<file path="config.mk">
export PLATFORM = sky130hd
export DESIGN_NAME = fetch_line_slicer
export DESIGN_NICKNAME = d
export VERILOG_FILES = /design/src/rtl/fetch_line_slicer.sv
export SDC_FILE = /design/constraint.sdc
export NUM_CORES = 2
export LEC_CHECK = 0
export ABC_AREA = 1
export BUFFER_PORTS_ARGS = -buffer_cell sky130_fd_sc_hd__buf_2
export CAP_MARGIN = 40
export CORE_AREA = 10 10 572 574
export CTS_BUF_LIST = sky130_fd_sc_hd__clkbuf_8
export DETAILED_ROUTE_END_ITERATION = 12
export DIE_AREA = 0 0 582 584
export HOLD_SLACK_MARGIN = 0.15
export PLACE_DENSITY = 0.52
export SYNTH_ARGS = -nofsm -noshare
export SYNTH_HDL_FRONTEND = slang
export SYNTH_SLANG_ARGS = --single-unit
export TNS_END_PERCENT = 10
</file>
<file path="constraint.sdc">
create_clock -name clk -period 29.2 [get_ports clk]
set_clock_uncertainty 0.15 [all_clocks]
set_input_delay 4.38 -clock clk [delete_from_list [all_inputs] [get_ports clk]]
set_output_delay 4.38 -clock clk [all_outputs]
set_load 0.01 [all_outputs]
</file>
<file path="src/rtl/fetch_line_slicer.sv">
module fetch_line_slicer #(
  parameter int THREADS    = 2,
  parameter int AW         = 32,
  parameter int LINE_BYTES = 64,
  parameter int WIDTH      = 4,
  parameter int SEQW       = 16,
  parameter int FCW        = 4,
  parameter logic [31:0] NOP_INST = 32'h0000_0000
) (
  input  logic                          clk,
  input  logic                          rst_n,
  input  logic                          fetch_go,
  input  logic [$clog2(THREADS)-1:0]    fetch_tid,
  input  logic [AW-1:0]                 fetch_pc,
  input  logic                          priv_mode,
  input  logic                          fault_in,
  input  logic [FCW-1:0]                fault_code,
  input  logic                          cache_blocked,
  input  logic                          irq_pending,
  output logic                          req_valid,
  output logic [AW-1:0]                 req_addr,
  output logic [$clog2(THREADS)-1:0]    req_tid,
  input  logic                          fill_valid,
  input  logic [$clog2(THREADS)-1:0]    fill_tid,
  input  logic [LINE_BYTES*8-1:0]       fill_data,
  output logic [WIDTH*32-1:0]           cand_inst,
  output logic [WIDTH*AW-1:0]           cand_pc,
  input  logic [WIDTH-1:0]              cls_ctrl,
  input  logic [WIDTH-1:0]              cls_quiesce,
  input  logic [WIDTH-1:0]              bp_taken,
  input  logic [WIDTH*AW-1:0]           bp_target,
  output logic [WIDTH-1:0]              out_valid,
  output logic [WIDTH*32-1:0]           out_inst,
  output logic [WIDTH*AW-1:0]           out_pc,
  output logic [WIDTH*AW-1:0]           out_npc,
  output logic [WIDTH*SEQW-1:0]         out_seq,
  output logic [$clog2(THREADS)-1:0]    out_tid,
  output logic                          out_fault,
  output logic [FCW-1:0]                out_fault_code,
  output logic                          out_halt,
  output logic [AW-1:0]                 out_next_pc
);
  localparam int OFFW  = $clog2(LINE_BYTES);
  localparam int WPL   = LINE_BYTES / 4;
  localparam int WIW   = $clog2(WPL);
  localparam int LBITS = LINE_BYTES * 8;
  localparam int TIDW  = $clog2(THREADS);

  logic [LBITS-1:0] line_q [THREADS];
  logic [AW-1:0]    tag_q  [THREADS];
  logic [THREADS-1:0] tag_v, data_ok;
  logic [SEQW-1:0]  seq_q;

  logic [AW-1:0]    aligned, pc_w;
  logic [LBITS-1:0] cur_line;
  logic             tag_hit, hold, want_req, take_fault, extract;
  logic [WIW-1:0]   start;

  assign aligned    = fetch_pc & ~AW'(LINE_BYTES - 1);
  assign pc_w       = {fetch_pc[AW-1:2], 2'b00};
  assign start      = fetch_pc[OFFW-1:2];
  assign cur_line   = line_q[fetch_tid];
  assign tag_hit    = tag_v[fetch_tid] && (tag_q[fetch_tid] == aligned);
  assign hold       = cache_blocked || (irq_pending && !priv_mode);
  assign want_req   = fetch_go && !tag_hit && !hold;
  assign take_fault = want_req && fault_in;
  assign extract    = fetch_go && tag_hit && data_ok[fetch_tid];

  assign req_valid = want_req && !fault_in;
  assign req_addr  = aligned;
  assign req_tid   = fetch_tid;

  logic [WIDTH-1:0]  in_line;
  logic [AW-1:0]     s_pc  [WIDTH];
  logic [AW-1:0]     s_npc [WIDTH];

  for (genvar k = 0; k < WIDTH; k++) begin : g_slot
    logic [WIW:0] widx;
    assign widx       = {1'b0, start} + (WIW+1)'(k);
    assign in_line[k] = widx < (WIW+1)'(WPL);
    assign cand_inst[k*32 +: 32] = cur_line[widx[WIW-1:0]*32 +: 32];
    assign s_pc[k]    = pc_w + AW'(4 * k);
    assign cand_pc[k*AW +: AW] = s_pc[k];
    assign s_npc[k]   = (cls_ctrl[k] && bp_taken[k]) ? bp_target[k*AW +: AW]
                                                     : s_pc[k] + AW'(4);
  end

  logic [WIDTH-1:0] slot_v;
  logic             halt_c, live;
  logic [AW-1:0]    last_npc;

  always_comb begin
    live     = extract;
    slot_v   = '0;
    halt_c   = 1'b0;
    last_npc = pc_w + AW'(4);
    for (int k = 0; k < WIDTH; k++) begin
      slot_v[k] = live && in_line[k];
      if (slot_v[k]) begin
        last_npc = s_npc[k];
        if (cls_quiesce[k]) halt_c = 1'b1;
        if ((cls_ctrl[k] && bp_taken[k]) || cls_quiesce[k]) live = 1'b0;
      end else begin
        live = 1'b0;
      end
    end
  end

  logic [SEQW-1:0] n_emit;
  assign n_emit = take_fault ? SEQW'(1) : SEQW'($countones(slot_v));

  always_ff @(posedge clk) begin
    if (!rst_n) begin
      tag_v   <= '0;
      data_ok <= '0;
      seq_q   <= '0;
      for (int t = 0; t < THREADS; t++) begin
        tag_q[t]  <= '0;
        line_q[t] <= '0;
      end
    end else begin
      seq_q <= seq_q + n_emit;
      if (fill_valid && tag_v[fill_tid] && !data_ok[fill_tid]) begin
        line_q[fill_tid]  <= fill_data;
        data_ok[fill_tid] <= 1'b1;
      end
      if (req_valid) begin
        tag_q[fetch_tid]   <= aligned;
        tag_v[fetch_tid]   <= 1'b1;
        data_ok[fetch_tid] <= 1'b0;
      end
    end
  end

  always_ff @(posedge clk) begin
    if (!rst_n) begin
      out_valid      <= '0;
      out_inst       <= '0;
      out_pc         <= '0;
      out_npc        <= '0;
      out_seq        <= '0;
      out_tid        <= '0;
      out_fault      <= 1'b0;
      out_fault_code <= '0;
      out_halt       <= 1'b0;
      out_next_pc    <= '0;
    end else begin
      out_tid        <= fetch_tid;
      out_fault      <= take_fault;
      out_fault_code <= take_fault ? fault_code : '0;
      out_halt       <= halt_c;
      out_next_pc    <= last_npc;
      for (int k = 0; k < WIDTH; k++) begin
        out_seq[k*SEQW +: SEQW] <= seq_q + SEQW'(k);
        out_pc[k*AW +: AW]      <= s_pc[k];
        out_npc[k*AW +: AW]     <= s_npc[k];
        out_inst[k*32 +: 32]    <= cand_inst[k*32 +: 32];
      end
      out_valid <= slot_v;
      if (take_fault) begin
        out_valid            <= WIDTH'(1);
        out_inst[31:0]       <= NOP_INST;
        out_npc[AW-1:0]      <= pc_w + AW'(4);
      end
    end
  end

  assert_blocked_no_req_R3: assert property (@(posedge clk) disable iff (!rst_n)
    cache_blocked |-> !req_valid);
  assert_irq_no_req_R3: assert property (@(posedge clk) disable iff (!rst_n)
    (irq_pending && !priv_mode) |-> !req_valid);
  assert_no_rerequest_R2: assert property (@(posedge clk) disable iff (!rst_n)
    req_valid |=> !(req_valid && req_tid == $past(req_tid) && req_addr == $past(req_addr)));
  assert_out_follows_go_R4: assert property (@(posedge clk) disable iff (!rst_n)
    (out_valid != '0) |-> $past(fetch_go));
  assert_slots_packed_R5: assert property (@(posedge clk) disable iff (!rst_n)
    ((out_valid & (out_valid + WIDTH'(1))) == '0));
  assert_fault_single_R9: assert property (@(posedge clk) disable iff (!rst_n)
    out_fault |-> (out_valid == WIDTH'(1)));
  assert_seq_step_R8: assert property (@(posedge clk) disable iff (!rst_n)
    out_valid[1] |-> (out_seq[2*SEQW-1:SEQW] == out_seq[SEQW-1:0] + SEQW'(1)));
  assert_req_tag_R1: assert property (@(posedge clk) disable iff (!rst_n)
    (fetch_go && !tag_hit && !hold && !fault_in) |-> req_valid);

endmodule

</file>
==> summary by stage <==
Clock network
The root buffer cell chosen for the clock tree is clkbuf_8. The buffer depth of the longest clock path is 4. TritonCTS built the clock tree. The number of clock buffers inserted by TritonCTS is 306. For this design, the sink count on the clock tree is 1575. After clock tree synthesis, the flow added hold-fix buffers numbering 0. Post-CTS repair changed the size of 0 cells. Post-CTS timing repair inserted 0 buffers for setup. The clock latency at the later pin of the worst-skew pair is 1.06 ns. The clock transition at the registers of the reported paths is 0.05 ns.

The number of levels in the clock H-tree is 5.

Global routing
The number of global-route vias before repair is 76460. The number of antenna violations at the first check in global routing is 328. The sum of overflow across all layers after global routing is 0.

The overall global routing resource usage is 0.2947. Entering global routing, the biggest net connects 200 pins. The first global-routing pass estimated 685.3 mm of wire.

Die
The die height is 584 um. The region available for standard cell placement spans 316200 um^2. The count of pins on the block boundary is 1479. The die extent in x is 582 um. The floorplan has 207 rows. The initial utilization of the core area, before any placement, comes to 0.2630. The die area is 339900 um^2.

Timing
Timing would allow up to 69.88 MHz. The setup TNS is 0 ns. The number of setup violations in the final report is 0. Setup repair after global routing left no endpoint under its margin. The shortest period the worst path allows is 14.31 ns.

The actual transition at the worst max-transition pin is 1.225 ns. Of the available clock period, the critical path in the final layout requires 0.4901. The max-slew violation total from the final report is 0.

The worst slack on hold paths is 0.3251 ns. The hold violation count in the final report is 0. After layout, the worst setup slack is 14.89 ns. Headroom to the max-slew limit came out at 0.1834.

Logic synthesis
Of all flip-flops after synthesis, the portion carrying an async set or reset was 0. The synthesized netlist cell count is 11020. The netlist uses 65 different library cells. The most common flop cell mapped by yosys is edfxtp_1. In this run, synthesis inferred 1076 flip-flops with an integrated enable.

The proportion of synthesized chip area in sequential cells is 0.5085. The synthesized netlist occupies a cell area of 83180 um^2. The count of state elements after synthesis is 1575. The post-synthesis area per instance is 7.546 um^2.

The total number of yosys warnings is 0.

Setup path
The critical path in this run is classified as input pin to output port. The slowest stage of the critical path is the buf_4 cell. The worst setup path is captured at an output port. Data on the critical path is required at its endpoint by 24.67 ns. The startpoint class of the critical path is an input pin. The data arrival time at the worst-slack endpoint is 9.78 ns.

The critical path goes through buf_8, buf_4, buf_4, buf_4, buf_4, nand2_1, nand2_1, inv_1, nand2_1, o21ai_0, a21oi_1, a32o_1, inv_1, o21ai_0, buf_2. The cell that appears most often on the critical path is buf_4. On the worst path, the slowest cell contributes a delay of 0.73 ns. The biggest fanout along the worst timing path is 81. The critical path contains buffers and inverters numbering 8 combined. The family with the most delay on the worst path is buffers and inverters.

Placed design
The count of input and output buffers is 1454. Detailed placement finished with a half-perimeter wire length of 418.8 mm. The global placer's final weighted congestion is 1.016. The setup slack at placement is 15.05 ns.

Final layout
The multi-input combinational cell area is 32790 um^2. The flip-flop and latch area is 42300 um^2. The area growth from synthesis to layout is 22.56%. After the last flow step, the layout net total stands at 13110. In the final layout, the share of cells above drive strength 1 is 0.1917. The number of filler cells placed in the layout is 34510.

Power
The total power density per cell area is 59.07 nW/um^2. The total leakage power is 49.71 nW. The clock power share is 0.386. The design draws 6.022 mW.

The switching share of total power is 0.3352. The worst ir drop on vdd is 36.41 uV. The share of total power dissipated in sequential elements is 0.417. The share of total power dissipated in combinational logic is 0.197. The switching power is 2.019 mW. The total internal power is 4.003 mW.

Route
The routed wirelength normalized by instance count is 31.16 um. The via count is 82750. Before antenna repair, the detailed router went through 8 iterations. After detailed routing, the number of remaining DRC violations is 0. The antenna violation net count after detailed routing is 0. The sum of routed wire length over all layers is 528.9 mm. After detailed routing, the number of vias per cell comes to 4.875. The count of routing violations after the opening detailed-route iteration is 8115.

Status
The run finished with clean final reports.

Job
Across the run, the number of max-cap violations was 0.

Min path
The type of the worst min-delay path is register to register.
-- worst reg2reg max path, cell delays in order (launching register included) --
cell,delay (ns)
dfxtp_1,0.31
inv_1,0.06
o21ai_0,0.71
nand3_1,0.16
nor3_1,0.26
nand3_1,0.13
nor2_2,0.57
nand2_2,0.36
nor2_2,0.79
fa_1,0.56
ha_1,0.20
ha_1,0.27
nand2_1,0.11
fa_1,0.48
nor2_1,0.11
o21ai_0,0.14
nor2_1,0.31
inv_1,0.09
nor2_1,0.33
a21oi_1,0.12
a211oi_1,0.17
-- synth_stat cells, drive strengths merged, types with 2 or more instances --
cell	count	area, um^2
o22ai	36	231.5
o21a	2	15.01
a211oi	4	30.03
nor3b	4	35.03
fa	2	40.04
nand3	297	1536
or2	15	93.84
mux2i	3	30.03
nor3	49	286.5
xor2	75	743.2
nor4	5	31.28
nand2	3715	14110
o21bai	2	18.77
nor2	1637	6430
ha	15	187.7
inv	1321	4964
nand3b	3	22.52
nand4	46	294.0
a31oi	2	12.51
dfxtp	499	9990
o211ai	19	147.6
xnor2	3	26.28
o21ai	843	4227
edfxtp	1076	32310
a22oi	4	30.03
buf	311	1654
a32o	202	2022
clkbuf	431	1618
a21oi	385	1934
clkinv	6	28.77
o31ai	3	22.52
-- flip-flops by register name, indices dropped and copies added, names as in the netlist, 2 cells and up --
signal and count:
data_ok 2, tag_q 52, seq_q 16, out_next_pc 32, out_valid 4, tag_v 2, line_q 1024, out_npc 128
out_inst 128, out_seq 62, out_fault_code 4, out_pc 118
-- per-stage QoR --
stage / area [um^2] / utilization / instances
final: 101900 / 0.3224 / 16980
after global routing: 101700 / 0.3215 / 16870
after CTS: 101600 / 0.3212 / 16830
after detailed placement: 95390 / 0.3016 / 16270
after global placement: 94330 / 0.2983 / 16130
after floorplan: 83260 / - / 11040
-- final timing paths --
check / slack (ns) / from / end / cells after the start
setup reg to reg: 22.75 / tag_v[0]$_SDFFE_PN0P_ / seq_q[8]$_SDFF_PN0_ / 20
hold / removal: 0.33 / seq_q[14]$_SDFF_PN0_ / out_seq[14]$_SDFF_PN0_ / 2
setup / recovery: 14.89 / fetch_tid / cand_inst[90] / 15
hold reg to reg: 0.33 / seq_q[14]$_SDFF_PN0_ / out_seq[14]$_SDFF_PN0_ / 2
-- cells in the final DEF (no fill, tap or decap), types with 13 or more instances in the layout --
cell type,count
nand4_1,45
dfxtp_1,499
nor2_4,18
nand3_1,287
ha_1,13
a21oi_1,383
conb_1,22
nor3_1,42
buf_12,15
nor2_1,1579
diode_2,148
inv_1,1371
inv_2,41
nand2_4,13
o21ai_0,785
nor2_2,36
buf_4,214
o211ai_1,18
bufinv_16,13
nand2_1,3662
clkinv_2,39
edfxtp_1,1076
buf_2,1539
o22ai_1,35
clkbuf_8,343
o21ai_1,55
nand2_2,39
xor2_1,64
a32o_1,202
clkinv_1,40
-- power by group through the flow --
stage	combinational (mW)	clock, mW	sequential [mW]
CTS	1.18	2.36	2.51
finish	1.18	2.33	2.51
detailed placement	1.18	0	2.56
global placement	1.16	0	2.56
global route	1.24	2.46	2.52
floorplan	0.509	0	2.61
-- kinds of logic after synthesis --
logic type	share of synthesized area
compound gates	0.1051
mux	0.0003610
other cells	0.00004508
xor+xnor	0.009251
fa+ha+maj	0.002738
buf+inv	0.09935
simple gates	0.2746
flops	0.5085
-- metal layers --
layer	vias up	track usage	wire length, um
met5	-	0	654
met4	100	0.2306	49960
met1	39230	0.3009	175100
li1	37870	-	-
met3	1408	0.09075	49650
met2	4144	0.5030	253500
-- layout make-up --
cell class,instances,share of cell area
clock buffers,343,0.04631
diodes,148,0.003633
repair buffers,1788,0.09832
multi-input cells,7400,0.3216
well taps,4180,0.05130
inverters,1327,0.04955
flip-flops and latches,1575,0.4149
clock inverters,215,0.01432
Power figures use the tool's default switching activity.
